`config.mk`:
```
export PLATFORM = sky130hd
export DESIGN_NAME = irq_ctl_top
export DESIGN_NICKNAME = d
export VERILOG_FILES = /design/src/rtl/irq_ctl_pkg.sv /design/src/rtl/irq_prio_pick.sv /design/src/rtl/irq_save_stack.sv /design/src/rtl/irq_ctl_top.sv
export SDC_FILE = /design/constraint.sdc
export NUM_CORES = 1
export LEC_CHECK = 0
export BUFFER_PORTS_ARGS = -buffer_cell sky130_fd_sc_hd__buf_4
export CAP_MARGIN = 25
export CORE_MARGIN = 4
export CORE_UTILIZATION = 47
export DETAILED_ROUTE_END_ITERATION = 10
export PLACE_DENSITY = 0.78
export SYNTH_ARGS = -nofsm -noshare
export SYNTH_HDL_FRONTEND = slang
export SYNTH_SLANG_ARGS = --single-unit
```
`constraint.sdc`:
```
create_clock -name clk -period 5.4 [get_ports clk]
set_input_delay 1.08 -clock clk [delete_from_list [all_inputs] [get_ports clk]]
set_output_delay 1.08 -clock clk [all_outputs]
set_load 0.02 [all_outputs]
```
`src/rtl/irq_ctl_pkg.sv`:
```
package irq_ctl_pkg;

    localparam int NLINES   = 8;
    localparam int LVL_W    = $clog2(NLINES);
    localparam int CODE_W   = 5;
    localparam logic [CODE_W-1:0] CODE_IRQ = '0;

    typedef struct packed {
        logic [NLINES-1:0] mask;
        logic              um;
        logic              exl;
        logic              ie;
    } status_t;

    typedef struct packed {
        logic              bd;
        logic [NLINES-1:0] pend;
        logic [CODE_W-1:0] code;
    } cause_t;

    typedef struct packed {
        logic [NLINES-1:0] mask;
        logic              ie;
    } save_t;

    // Word layout: enable 0, exception level 1, user mode 4, mask 15:8.
    function automatic logic [31:0] pack_status(status_t s);
        logic [31:0] w;
        w        = '0;
        w[0]     = s.ie;
        w[1]     = s.exl;
        w[4]     = s.um;
        w[15:8]  = s.mask;
        return w;
    endfunction

    // Word layout: code 6:2, pending 15:8, branch delay 31.
    function automatic logic [31:0] pack_cause(cause_t c);
        logic [31:0] w;
        w        = '0;
        w[6:2]   = c.code;
        w[15:8]  = c.pend;
        w[31]    = c.bd;
        return w;
    endfunction

    // Bits lvl down to 0 set.
    function automatic logic [NLINES-1:0] low_mask(logic [LVL_W-1:0] lvl);
        logic [NLINES-1:0] m;
        for (int i = 0; i < NLINES; i++) begin
            m[i] = (i <= int'(lvl));
        end
        return m;
    endfunction

endpackage

```
`src/rtl/irq_prio_pick.sv`:
```
module irq_prio_pick #(
    parameter int N  = 8,
    localparam int IW = $clog2(N)
) (
    input  logic [N-1:0]  req_i,
    output logic          any_o,
    output logic [IW-1:0] idx_o
);
    always_comb begin
        any_o = |req_i;
        idx_o = '0;
        // Later (higher) indices override earlier ones.
        for (int i = 0; i < N; i++) begin
            if (req_i[i]) idx_o = IW'(i);
        end
    end
endmodule

```
`src/rtl/irq_save_stack.sv`:
```
module irq_save_stack #(
    parameter int DEPTH = 4,
    parameter int W     = 9,
    localparam int CW   = $clog2(DEPTH + 1)
) (
    input  logic         clk,
    input  logic         rst,
    input  logic         push,
    input  logic         pop,
    input  logic [W-1:0] push_data,
    output logic [W-1:0] top_o,
    output logic         empty,
    output logic         full,
    output logic         last_one
);
    logic [CW-1:0] cnt;
    logic [W-1:0]  mem [DEPTH];

    always_ff @(posedge clk) begin
        if (rst)       cnt <= '0;
        else if (pop)  cnt <= cnt - 1'b1;
        else if (push) cnt <= cnt + 1'b1;
    end

    for (genvar g = 0; g < DEPTH; g++) begin : g_slot
        always_ff @(posedge clk) begin
            if (rst)                                 mem[g] <= '0;
            else if (push && !pop && cnt == CW'(g))  mem[g] <= push_data;
        end
    end

    always_comb begin
        top_o = '0;
        for (int i = 0; i < DEPTH; i++) begin
            if (cnt == CW'(i + 1)) top_o = mem[i];
        end
    end

    assign empty    = (cnt == '0);
    assign full     = (cnt == CW'(DEPTH));
    assign last_one = (cnt == CW'(1));

    a_r7_depth_bound: assert property (@(posedge clk) disable iff (rst)
        (push && full && !pop) |=> full);
endmodule

```
`src/rtl/irq_ctl_top.sv`:
```
module irq_ctl_top
    import irq_ctl_pkg::*;
#(
    parameter int DEPTH = 4
) (
    input  logic             clk,
    input  logic             rst,
    input  logic [7:0]       pend_i,
    input  logic             wr_en,
    input  logic             wr_sel,
    input  logic [31:0]      wr_data,
    input  logic             take_i,
    input  logic             ret_i,
    output logic             irq_req,
    output logic [2:0]       irq_level,
    output logic [31:0]      status_o,
    output logic [31:0]      cause_o
);
    status_t           st_q;
    cause_t            ca_q;
    logic [NLINES-1:0] cand;
    logic              cand_any;
    logic [LVL_W-1:0]  win_idx;
    save_t             stk_top;
    logic              stk_empty, stk_full, stk_last;
    logic              take_ok, ret_ok;
    logic              unused_wr;

    assign cand = ca_q.pend & st_q.mask;

    irq_prio_pick #(.N(NLINES)) u_pick (
        .req_i (cand),
        .any_o (cand_any),
        .idx_o (win_idx)
    );

    assign irq_req   = st_q.ie & cand_any;
    assign irq_level = win_idx;

    assign ret_ok  = ret_i & ~stk_empty;
    assign take_ok = take_i & irq_req & ~ret_i & ~stk_full;

    irq_save_stack #(.DEPTH(DEPTH), .W($bits(save_t))) u_stack (
        .clk       (clk),
        .rst       (rst),
        .push      (take_ok),
        .pop       (ret_ok),
        .push_data ({st_q.mask, st_q.ie}),
        .top_o     (stk_top),
        .empty     (stk_empty),
        .full      (stk_full),
        .last_one  (stk_last)
    );

    always_ff @(posedge clk) begin
        if (rst) begin
            st_q <= '0;
            ca_q <= '0;
        end else begin
            ca_q.pend <= pend_i;
            if (ret_ok) begin
                st_q.mask <= stk_top.mask;
                st_q.ie   <= stk_top.ie;
                if (stk_last) st_q.exl <= 1'b0;
            end else if (take_ok) begin
                st_q.mask <= st_q.mask & ~low_mask(win_idx);
                st_q.ie   <= 1'b1;
                st_q.exl  <= 1'b1;
                ca_q.code <= CODE_IRQ;
            end else if (wr_en) begin
                if (!wr_sel) begin
                    st_q.ie   <= wr_data[0];
                    st_q.exl  <= wr_data[1];
                    st_q.um   <= wr_data[4];
                    st_q.mask <= wr_data[15:8];
                end else begin
                    ca_q.code <= wr_data[6:2];
                    ca_q.bd   <= wr_data[31];
                end
            end
        end
    end

    assign status_o  = pack_status(st_q);
    assign cause_o   = pack_cause(ca_q);
    assign unused_wr = ^{wr_data[30:16], wr_data[7]};

    a_r2_pend_track: assert property (@(posedge clk) disable iff (rst)
        !$past(rst) |-> cause_o[15:8] == $past(pend_i));

    a_r3_req_needs_cand: assert property (@(posedge clk) disable iff (rst)
        irq_req |-> (status_o[0] && (cause_o[15:8] & status_o[15:8]) != '0));

    a_r4_top_winner: assert property (@(posedge clk) disable iff (rst)
        irq_req |-> (((cause_o[15:8] & status_o[15:8]) >> irq_level) == 8'd1));

    a_r5_entry: assert property (@(posedge clk) disable iff (rst)
        take_ok |=> (status_o[0] && status_o[1] && cause_o[6:2] == CODE_IRQ
                     && (status_o[15:8] & low_mask($past(irq_level))) == '0));

    a_r6_restore: assert property (@(posedge clk) disable iff (rst)
        ret_ok |=> (status_o[15:8] == $past(stk_top.mask)
                    && status_o[0] == $past(stk_top.ie)));

    a_r8_empty_return: assert property (@(posedge clk) disable iff (rst)
        (ret_i && stk_empty && !wr_en) |=> $stable(status_o));
endmodule

```
* Word-level counts from Yosys, hierarchy flattened
Memory sizes are Yosys's and may differ from the RTL's.
Index checks and enable logic that the tools add are counted.
** Cells by class
- $add $sub $neg :: 2
- Magnitude comparators :: 7
- Equality and inequality tests :: 6
- Muxes and demuxes :: 41
- Bitwise operators :: 18
- Reductions and logical operators :: 17
** Operators by type and width (number)
- 9-bit two-way mux :: 8
- 11-bit two-way mux :: 2
- 3-bit two-way mux :: 6
- 8-bit AND :: 2
- 1-bit two-way mux :: 16
- 8-bit two-way mux :: 2
- 5-bit two-way mux :: 3
- 3-bit less-or-equal comparator (first input constant) :: 4
- 2-bit two-way mux :: 4
- 8-bit inverter :: 1
- 4-bit AND reduction :: 2
- 8-bit OR reduction :: 1
- 3-bit by 2-bit equality test with 1-bit output (second input constant) :: 2
- 2-bit by 3-bit less-or-equal comparator with 1-bit output (first input constant) :: 2
- 1-bit inverter :: 6
- 3-bit AND reduction :: 2
- 2-bit nonzero test :: 3
- 1-bit AND :: 5
- 1-bit logical AND :: 5
- 1-bit bitwise OR :: 4
- 3-bit by 1-bit adder with 3-bit output (second input constant) :: 1
- 3-bit by 1-bit equality test with 1-bit output (second input constant) :: 1
- 3-bit equality test (second input constant) :: 1
- 1-bit by 3-bit less-or-equal comparator with 1-bit output (first input constant) :: 1
- 7 further kinds :: 7
** Storage, ports and cells
- Bits in registers :: 28
- RAM bits :: 36
- Bits of input ports :: 46
- Output and inout bits :: 68
- Word-level logic and storage cells :: 100
- Memories :: 1
** Memories
- u_stack.mem :: depth 4, width 9, rd ports 4, clocked after Yosys merged registers in 0, wr ports 4, line irq_save_stack.sv:17 : logic [W-1:0] mem [DEPTH];

* Longest topological paths before layout
Gate-level depths: netlist of the first run.
- Depth in word-level cells :: 13
- Mapped depth :: 9
- Gate-level depth less buffers :: 7

* Hierarchy
A second synthesis of the first run with hierarchy kept.
** Second synthesis, totals
- Cell total of the unflattened synthesis :: 317
- Area total of the unflattened synthesis :: 3344.5 µm²
** Modules (own cells, without submodules)
- irq_save_stack :: instances 1, cells an instance 151, area each 1898.1 µm², seq. area each 1141.1 µm²
- irq_ctl_top :: instances 1, cells an instance 154, area each 1380.1 µm², seq. area each 500.5 µm²
- irq_prio_pick :: instances 1, cells an instance 12, area each 66.3 µm², seq. area each 0.0 µm²

* Worst setup path after synthesis of the first run
No wires, ideal clock.
- Kind :: input -> register
- Start point :: input port ret_i
- End point :: memory u_stack.mem[0][0], enable pin
- Setup time :: 0.387 ns
- Arrival :: 2.691 ns
- Data required time :: 5.013 ns
- Slack :: 2.322 ns
- Stages on the path :: 6
- Path buffers :: 3
- Cells stage by stage :: clkbuf_1 nor3_2 nand2_1 buf_6 buf_6 o21ai_0
** RTL lines
- from (decl) :: line irq_ctl_top.sv:13 : input logic ret_i,
- to (decl) :: line irq_save_stack.sv:17

==> impl_results.html, run 1 <==
<table>
<tr><th>Metric</th><th>Value</th></tr>
<tr><th colspan="2">Setup path</th></tr>
<tr><td>Path depth of the worst reg2reg path</td><td>7</td></tr>
<tr><td>Startpoint of the worst-slack reg-to-reg timing path</td><td>u_stack.cnt[0]$_SDFFE_PP0N_</td></tr>
<tr><td>Bufs and invs on worst path</td><td>2</td></tr>
<tr><td>Worst Path Required</td><td>about 5500 ps</td></tr>
<tr><td>Endpoint arrival time on the critical path</td><td>about 3400 ps</td></tr>
<tr><td>Path type of the worst setup path</td><td>reg -&gt; reg</td></tr>
<tr><td>CP peak stage delay</td><td>~810 ps</td></tr>
<tr><td>CP Capture Type</td><td>register</td></tr>
<tr><td>Delay-heaviest family, CP</td><td>simple AND/OR/NAND/NOR gates</td></tr>
<tr><td>Slowest library cell on the worst path</td><td>sky130_fd_sc_hd__o21ai_0</td></tr>
<tr><td>Ordered cell list for the critical path</td><td>inv_1 &gt; ha_1 &gt; and2_4 &gt; nor3_2 &gt; nand2_1 &gt; o21ai_0 &gt; buf_4</td></tr>
<tr><td>Crit Path Max Fanout</td><td>20</td></tr>
<tr><td>Element type at the critical path start</td><td>register</td></tr>
<tr><td>R2R Path End</td><td>u_stack.mem[2][8]$_SDFFCE_PN0P_</td></tr>
<tr><td>Reg2reg setup slack</td><td>2060 ps</td></tr>
<tr><th colspan="2">GRT</th></tr>
<tr><td>Via count of the first global-routing pass</td><td>roughly 2700</td></tr>
<tr><td>Overall Global Routing Usage</td><td>0.191</td></tr>
<tr><td>Remaining global-route overflow</td><td>0</td></tr>
<tr><td>Initial antenna violation count</td><td>0</td></tr>
<tr><td>Wire length of the first global-routing pass</td><td>12900 um</td></tr>
<tr><td>Pin count of the biggest net entering global routing</td><td>33</td></tr>
<tr><th colspan="2">Clock network</th></tr>
<tr><td>Number of H-tree levels</td><td>3</td></tr>
<tr><td>Clock Tree Root</td><td>sky130_fd_sc_hd__clkbuf_8</td></tr>
<tr><td>TritonCTS Buffers</td><td>9</td></tr>
<tr><td>Hold-fix buffers at CTS</td><td>0</td></tr>
<tr><td>CTS tree</td><td>yes</td></tr>
<tr><td>Post-CTS Resized</td><td>0</td></tr>
<tr><td>Number of sinks on the clock net</td><td>between 60 and 70</td></tr>
<tr><td>Worst-case clock buffer depth</td><td>2</td></tr>
<tr><td>Reg clk slew, reported paths</td><td>~70 ps</td></tr>
<tr><td>Worst-skew pair later-pin latency</td><td>between 300 and 400 ps</td></tr>
<tr><td>Post-CTS repair timing setup buffer count</td><td>0</td></tr>
<tr><th colspan="2">Cells and area</th></tr>
<tr><td>Antenna diode instance count</td><td>0</td></tr>
<tr><td>Share of post-route cells with drive strength above 1</td><td>0.220</td></tr>
<tr><td>Layout-stage area growth over the synthesis result</td><td>14.7%</td></tr>
<tr><td>Final instance area</td><td>4010 um2</td></tr>
<tr><td>Nets</td><td>between 400 and 500</td></tr>
<tr><td>Count of fill cells added during filler insertion</td><td>between 600 and 700</td></tr>
<tr><th colspan="2">Yosys</th></tr>
<tr><td>Warnings from Yosys</td><td>0</td></tr>
<tr><td>Number of distinct standard cells referenced by the synthesized netlist</td><td>58</td></tr>
<tr><td>Gate count after technology mapping</td><td>~350</td></tr>
<tr><td>Share of synthesized area occupied by flip-flops and latches</td><td>0.470</td></tr>
<tr><td>Post-synthesis cell area</td><td>around 3500 um2</td></tr>
<tr><td>Count of state elements after synthesis</td><td>64</td></tr>
<tr><td>Proportion of synthesized flip-flops having asynchronous set or reset</td><td>0</td></tr>
<tr><td>EDFF count, synth</td><td>36</td></tr>
<tr><td>Main synth FF type</td><td>sky130_fd_sc_hd__edfxtp_1</td></tr>
<tr><td>Synthesized area per cell</td><td>between 10 and 15 um2</td></tr>
<tr><th colspan="2">Outcome</th></tr>
<tr><td>Outcome</td><td>completed</td></tr>
<tr><th colspan="2">Die</th></tr>
<tr><td>Vert. Die Dim</td><td>94.2 um</td></tr>
<tr><td>Die extent in x</td><td>roughly 94 um</td></tr>
<tr><td>Ports placed on the boundary</td><td>between 100 and 150</td></tr>
<tr><td>Rows</td><td>31</td></tr>
<tr><td>Area of the die</td><td>roughly 8900 um2</td></tr>
<tr><td>Standard cell core area</td><td>a little over 7000 um2</td></tr>
<tr><td>Starting density of the core</td><td>0.482</td></tr>
<tr><th colspan="2">Hold path</th></tr>
<tr><td>Hold-critical path depth</td><td>2</td></tr>
<tr><td>Sink of the worst hold path</td><td>cause_o[2]$_SDFFE_PP0P_</td></tr>
<tr><td>Worst Hold Launch</td><td>cause_o[2]$_SDFFE_PP0P_</td></tr>
<tr><td>Worst Hold Class</td><td>reg -&gt; reg</td></tr>
<tr><th colspan="2">STA</th></tr>
<tr><td>Skew final</td><td>11.0 ps</td></tr>
<tr><td>Worst-Margin Slew</td><td>about 850 ps</td></tr>
<tr><td>Hold Slack</td><td>479 ps</td></tr>
<tr><td>Number of failing setup endpoints in the final timing report</td><td>0</td></tr>
<tr><td>Setup total negative slack</td><td>0 ps</td></tr>
<tr><td>Number of pins exceeding their max-slew limit in the final report</td><td>0</td></tr>
<tr><td>Worst relative slew slack</td><td>0.433</td></tr>
<tr><td>RSZ-0062 raised after global routing</td><td>no</td></tr>
<tr><td>Share of the clock period used by the worst path after layout</td><td>0.618</td></tr>
<tr><td>Number of hold-slack violations in the final timing report</td><td>0</td></tr>
<tr><td>Maximum clock frequency</td><td>around 300 MHz</td></tr>
<tr><td>Post-route minimum period</td><td>~3300 ps</td></tr>
<tr><th colspan="2">Power and ir drop</th></tr>
<tr><td>Pwr/cell area</td><td>about 390 nW/um2</td></tr>
<tr><td>IR drop worst, VDD</td><td>~0.0002 V</td></tr>
<tr><td>Leakage power figure</td><td>1.65 nW</td></tr>
<tr><td>Total power of the final layout</td><td>1.57 mW</td></tr>
<tr><th colspan="2">Job</th></tr>
<tr><td>Max-cap violation count</td><td>0</td></tr>
<tr><th colspan="2">Routing</th></tr>
<tr><td>Remaining DRCs</td><td>0</td></tr>
<tr><td>First-iteration detailed-routing DRC count</td><td>approximately 220</td></tr>
<tr><td>Detailed-router iteration count before antenna repair</td><td>6</td></tr>
<tr><td>Number of nets with antenna violations after detailed routing</td><td>0</td></tr>
<tr><td>Ratio of routed vias to standard cells</td><td>approximately 5.4</td></tr>
<tr><td>Post-Route WL</td><td>~8200 um</td></tr>
<tr><td>Via count</td><td>around 2700</td></tr>
<tr><td>Routed wire per std cell</td><td>16.3 um</td></tr>
<tr><th colspan="2">Placement</th></tr>
<tr><td>HPWL after DPL</td><td>between 5000 and 6000 um</td></tr>
<tr><td>Buffers added on ports</td><td>between 50 and 60</td></tr>
<tr><td>Final GP Congestion</td><td>approximately 0.85</td></tr>
<tr><td>Instance area at placement</td><td>roughly 3800 um2</td></tr>
</table>
worst max path at each step:
stage / depth (start not counted) / slack, ps / from / end
after detailed placement: 5 / 1870 / ret_i / u_stack.mem[2][8]$_SDFFCE_PN0P_
after CTS: 7 / 2120 / u_stack.cnt[0]$_SDFFE_PP0N_ / u_stack.mem[2][8]$_SDFFCE_PN0P_
after global routing: 7 / 1890 / u_stack.cnt[1]$_SDFFE_PP0N_ / u_stack.mem[2][8]$_SDFFCE_PN0P_
final: 7 / 2060 / u_stack.cnt[0]$_SDFFE_PP0N_ / u_stack.mem[2][8]$_SDFFCE_PN0P_
after global placement: 5 / 1940 / ret_i / u_stack.mem[2][1]$_SDFFCE_PN0P_
after floorplan: 6 / 2320 / ret_i / u_stack.mem[0][0]$_SDFFCE_PN0P_
final cells by class:
| class | count | area, um2 | area share |
|---|---|---|---|
| timing repair buffer | 61 | 458 | 0.114 |
| multi-input combinational | 257 | 1580 | 0.394 |
| inverter | 6 | 22.5 | 0.00562 |
| clock buffer | 13 | 170 | 0.0424 |
| sequential | 64 | 1640 | 0.409 |
| clock inverter | 3 | 15.0 | 0.00374 |
| tap | 99 | 124 | 0.0309 |
cell families (layout without fill, tap and decap cells):
logic type	Yosys count	after routing	share of synthesized area
other cells	1	39	0.00107
flops	64	64	0.470
simple gates	122	122	0.210
compound gates	87	87	0.170
fa+ha+maj	6	6	0.0215
xor+xnor	1	1	0.00251
mux	2	2	0.00573
buf+inv	62	83	0.120
stage by stage:
stage | utilization | instances | setup WS [ps]
floorplan | - | 383 | 2320
global placement | 0.527 | 487 | 1940
detailed placement | 0.527 | 487 | 1870
CTS | 0.553 | 503 | 2120
global route | 0.553 | 503 | 1890
finish | 0.553 | 503 | 2060
metal layers:
metal,global-route usage,share of wire
met1,0.234,0.40
met2,0.311,0.49
met3,0.0489,0.084
met4,0.0963,0.026
met5,0,0
cell usage in the layout, fill, tap and decap left out, types with 13 or more instances in the layout:
cell type	count
sky130_fd_sc_hd__conb_1	39
sky130_fd_sc_hd__and2_1	34
sky130_fd_sc_hd__nand2_1	30
sky130_fd_sc_hd__nor2b_1	13
sky130_fd_sc_hd__a21oi_1	18
sky130_fd_sc_hd__o21ai_0	21
sky130_fd_sc_hd__buf_4	61
sky130_fd_sc_hd__edfxtp_1	36
sky130_fd_sc_hd__dfxtp_1	28
sky130_fd_sc_hd__nand3_1	13
Yosys cell counts, drive strengths merged (5+ instances only):
master	number	share of area
a21oi	19	0.028
a22oi	9	0.021
and2	35	0.063
buf	46	0.10
clkbuf	10	0.011
dfxtp	28	0.16
edfxtp	36	0.31
ha	6	0.021
inv	5	0.0054
nand2	30	0.032
nand3	13	0.019
nor2	8	0.013
nor2b	13	0.023
nor3	5	0.016
o211ai	6	0.014
o21ai	22	0.031
tightest hold or removal path, cell delays in order, from the launching register on:
cell	delay, ps
sky130_fd_sc_hd__dfxtp_1	310
sky130_fd_sc_hd__o21ai_0	60
sky130_fd_sc_hd__a21oi_1	60
where the power goes:
part / internal, mW / total (mW) / leakage, nW / switching [mW]
registers: 0.563 / 0.633 / 0.602 / 0.0701
clock network: 0.205 / 0.384 / 0.0983 / 0.179
logic: 0.200 / 0.558 / 0.946 / 0.359
total: 0.967 / 1.57 / 1.65 / 0.607
sequential cells by signal, summed over array words and instances (netlist names):
signal and cells:
cause_o 14, status_o 11, u_stack.cnt 3, u_stack.mem 36
(Power assumes the default switching activity.)
==> run 2, diff against run 1 <==
Settings changed: CORE_UTILIZATION 47 to 46, PLACE_DENSITY 0.78 to 0.79.
Clock period 5.4 ns to 2.8 ns, I/O delays scaled along.
==> run 2 against run 1 <==
Net effect:
- die area is 2.0% higher
- global-route usage is 0.33 points higher
- cell count grew 1.8%
- final area is 2.4% higher
- non-clock buffer count up 9
- hold slack lost 55 ps
- clock-buffer cell count down 1
- core utilization is 0.73 points higher
- register-to-register slack got worse by 1700 ps
- largest cell class unchanged
==> impl_results.html, run 2 (synthesis results as in run 1) <==
<table>
<tr><th>Metric</th><th>Value</th></tr>
<tr><th colspan="2">Clock network</th></tr>
<tr><td>Number of H-tree levels</td><td>3 (unchanged)</td></tr>
<tr><td>CTS tree</td><td>yes</td></tr>
<tr><td>Clock Tree Root</td><td>sky130_fd_sc_hd__clkbuf_8</td></tr>
<tr><td>Number of sinks on the clock net</td><td>64 (unchanged)</td></tr>
<tr><td>Post-CTS repair timing setup buffer count</td><td>0 (unchanged)</td></tr>
<tr><td>Reg clk slew, reported paths</td><td>70 ps (about the same)</td></tr>
<tr><td>Post-CTS Resized</td><td>0 (unchanged)</td></tr>
<tr><td>TritonCTS Buffers</td><td>9 (unchanged)</td></tr>
<tr><td>Worst-skew pair later-pin latency</td><td>340 ps (about the same)</td></tr>
<tr><td>Worst-case clock buffer depth</td><td>2 (unchanged)</td></tr>
<tr><td>Hold-fix buffers at CTS</td><td>0 (unchanged)</td></tr>
<tr><th colspan="2">Hold path</th></tr>
<tr><td>Worst Hold Class</td><td>in -&gt; reg</td></tr>
<tr><td>Worst Hold Launch</td><td>pend_i[4]</td></tr>
<tr><th colspan="2">GRT</th></tr>
<tr><td>Remaining global-route overflow</td><td>0 (unchanged)</td></tr>
<tr><td>Pin count of the biggest net entering global routing</td><td>33 (unchanged)</td></tr>
<tr><td>Overall Global Routing Usage</td><td>0.195 (+0.00329)</td></tr>
<tr><td>Via count of the first global-routing pass</td><td>2599 (-3.3%)</td></tr>
<tr><td>Initial antenna violation count</td><td>0 (unchanged)</td></tr>
<tr><td>Wire length of the first global-routing pass</td><td>13200 um (+2.5%)</td></tr>
<tr><th colspan="2">Setup path</th></tr>
<tr><td>Bufs and invs on worst path</td><td>1 (-1)</td></tr>
<tr><td>Crit. Startpoint</td><td>status_o[8]$_SDFFE_PP0P_</td></tr>
<tr><td>CP Capture Type</td><td>output port</td></tr>
<tr><td>Ordered cell list for the critical path</td><td>a22oi_2 &gt; nand4_2 &gt; and2_1 &gt; buf_4</td></tr>
<tr><td>Slowest library cell on the worst path</td><td>sky130_fd_sc_hd__dfxtp_1</td></tr>
<tr><td>Path type of the worst setup path</td><td>reg -&gt; out</td></tr>
<tr><td>Delay-heaviest family, CP</td><td>simple AND/OR/NAND/NOR gates</td></tr>
<tr><td>Element type at the critical path start</td><td>register</td></tr>
<tr><td>Worst Path Required</td><td>2240 ps (-3210 ps)</td></tr>
<tr><td>CP peak stage delay</td><td>470 ps (-340 ps)</td></tr>
<tr><td>Endpoint arrival time on the critical path</td><td>1890 ps (-1500 ps)</td></tr>
<tr><td>Startpoint of the worst-slack reg-to-reg timing path</td><td>u_stack.cnt[0]$_SDFFE_PP0N_</td></tr>
<tr><td>Crit Path Max Fanout</td><td>7 (-65%)</td></tr>
<tr><th colspan="2">Die</th></tr>
<tr><td>Area of the die</td><td>9060 um2 (+2.0%)</td></tr>
<tr><td>Die extent in x</td><td>95.2 um (+0.99%)</td></tr>
<tr><td>Standard cell core area</td><td>7330 um2 (+1.1%)</td></tr>
<tr><td>Ports placed on the boundary</td><td>114 (unchanged)</td></tr>
<tr><td>Vert. Die Dim</td><td>95.2 um (+0.99%)</td></tr>
<tr><td>Rows</td><td>31 (unchanged)</td></tr>
<tr><td>Starting density of the core</td><td>0.477 (-0.00510)</td></tr>
<tr><th colspan="2">Routing</th></tr>
<tr><td>Post-Route WL</td><td>8670 um (+5.5%)</td></tr>
<tr><td>Remaining DRCs</td><td>0 (unchanged)</td></tr>
<tr><td>First-iteration detailed-routing DRC count</td><td>242 (+9.0%)</td></tr>
<tr><td>Via count</td><td>2746 (+0.37%)</td></tr>
<tr><td>Ratio of routed vias to standard cells</td><td>5.36 (-1.4%)</td></tr>
<tr><td>Detailed-router iteration count before antenna repair</td><td>4 (-2)</td></tr>
<tr><td>Number of nets with antenna violations after detailed routing</td><td>0 (unchanged)</td></tr>
<tr><td>Routed wire per std cell</td><td>16.9 um (+3.6%)</td></tr>
<tr><th colspan="2">Cells and area</th></tr>
<tr><td>Final cell utilization of the core</td><td>0.560 (+0.00729)</td></tr>
<tr><td>Most frequent standard cell in the layout excluding fill and tap cells</td><td>sky130_fd_sc_hd__buf_4</td></tr>
<tr><td>Footprint of the multi-input gates</td><td>1580 um2 (unchanged)</td></tr>
<tr><td>Commonest cells after routing, fill and taps aside</td><td>sky130_fd_sc_hd__buf_4, sky130_fd_sc_hd__conb_1, sky130_fd_sc_hd__edfxtp_1</td></tr>
<tr><td>Nets</td><td>460 (+2.0%)</td></tr>
<tr><td>Number of flip-flops under the largest register name</td><td>36 (unchanged)</td></tr>
<tr><td>Reg area</td><td>1640 um2 (unchanged)</td></tr>
<tr><td>Share of post-route cells with drive strength above 1</td><td>0.235 (+0.0146)</td></tr>
<tr><td>Count of fill cells added during filler insertion</td><td>644 (-1.2%)</td></tr>
<tr><td>Largest register by flop count</td><td>u_stack.mem</td></tr>
<tr><td>Antenna diode instance count</td><td>0 (unchanged)</td></tr>
<tr><td>Post-route insts no fill</td><td>512 (+1.8%)</td></tr>
<tr><td>Layout-stage area growth over the synthesis result</td><td>17.5%</td></tr>
<tr><th colspan="2">STA</th></tr>
<tr><td>Share of the clock period used by the worst path after layout</td><td>0.875</td></tr>
<tr><td>Hold Slack</td><td>424 ps (-54.6 ps)</td></tr>
<tr><td>Post-route minimum period</td><td>~2400 ps</td></tr>
<tr><td>Maximum clock frequency</td><td>slightly above 400 MHz</td></tr>
<tr><td>Worst-Margin Slew</td><td>575 ps (-273 ps)</td></tr>
<tr><td>Number of failing setup endpoints in the final timing report</td><td>0 (unchanged)</td></tr>
<tr><td>Final WS setup</td><td>350 ps (-1710 ps)</td></tr>
<tr><td>Worst relative slew slack</td><td>0.613 (+0.180)</td></tr>
<tr><td>Setup total negative slack</td><td>0 ps (unchanged)</td></tr>
<tr><td>RSZ-0062 raised after global routing</td><td>no</td></tr>
<tr><td>Skew final</td><td>8.58 ps (-2.43 ps)</td></tr>
<tr><td>Number of pins exceeding their max-slew limit in the final report</td><td>0 (unchanged)</td></tr>
<tr><td>Number of hold-slack violations in the final timing report</td><td>0 (unchanged)</td></tr>
<tr><th colspan="2">Placement</th></tr>
<tr><td>HPWL after DPL</td><td>6290 um (+5.1%)</td></tr>
<tr><td>Placed cell count</td><td>496 (+1.8%)</td></tr>
<tr><td>Final GP Congestion</td><td>0.853 (+0.44%)</td></tr>
<tr><td>Pre-CTS WS</td><td>357 ps (-1510 ps)</td></tr>
<tr><td>Buffers added on ports</td><td>58 (unchanged)</td></tr>
<tr><th colspan="2">Power and ir drop</th></tr>
<tr><td>Pwr/cell area</td><td>786 nW/um2 (+100%)</td></tr>
<tr><td>Leakage power figure</td><td>1.70 nW (+3.3%)</td></tr>
<tr><td>IR drop worst, VDD</td><td>0.000460 V (+140%)</td></tr>
<tr><th colspan="2">Job</th></tr>
<tr><td>Max-cap violation count</td><td>0 (unchanged)</td></tr>
<tr><th colspan="2">Outcome</th></tr>
<tr><td>Outcome</td><td>completed</td></tr>
</table>
run 2: changes by cell type in the layout (fill, tap and decap cells not counted):
cell	change
sky130_fd_sc_hd__buf_4	+9
sky130_fd_sc_hd__clkbuf_16	-1
sky130_fd_sc_hd__clkinv_2	-2
sky130_fd_sc_hd__bufinv_16	+2
sky130_fd_sc_hd__clkinv_1	+1
run 2: layout make-up:
| type | instances | share of cell area |
|---|---|---|
| clock inverter | 4 | 0.0168 |
| tap | 99 | 0.0302 |
| sequential | 64 | 0.400 |
| multi-input combinational | 257 | 0.385 |
| clock buffer | 12 | 0.0353 |
| inverter | 6 | 0.00548 |
| timing repair buffer | 70 | 0.128 |
run 2: final timing paths:
kind | end | slack [ps] | cells after the start
max | irq_req | 350 | 4
min reg2reg | status_o[4]$_SDFFE_PP0P_ | 490 | 2
min | cause_o[12]$_SDFF_PP0_ | 420 | 2
max reg2reg | status_o[0]$_SDFFE_PP0P_ | 360 | 7
run 2: power breakdown:
part	leakage, nW	internal [mW]	switching (mW)	total [mW]
sequential	0.602	1.08	0.118	1.20
clock	0.108	0.522	0.341	0.863
combinational	0.991	0.420	0.743	1.16
run 2: routing by layer:
metal / global-route usage / share of wire
met2: 0.324 / 0.49
met5: 0 / 0
met3: 0.0521 / 0.10
met1: 0.243 / 0.39
met4: 0.0673 / 0.016
run 2: through the flow:
stage               total power [mW]  cell area [um2]
floorplan                       2.00             3640
global placement                2.32             3890
detailed placement              2.36             3890
CTS                             3.22             4110
global route                    3.39             4110
finish                          3.23             4110
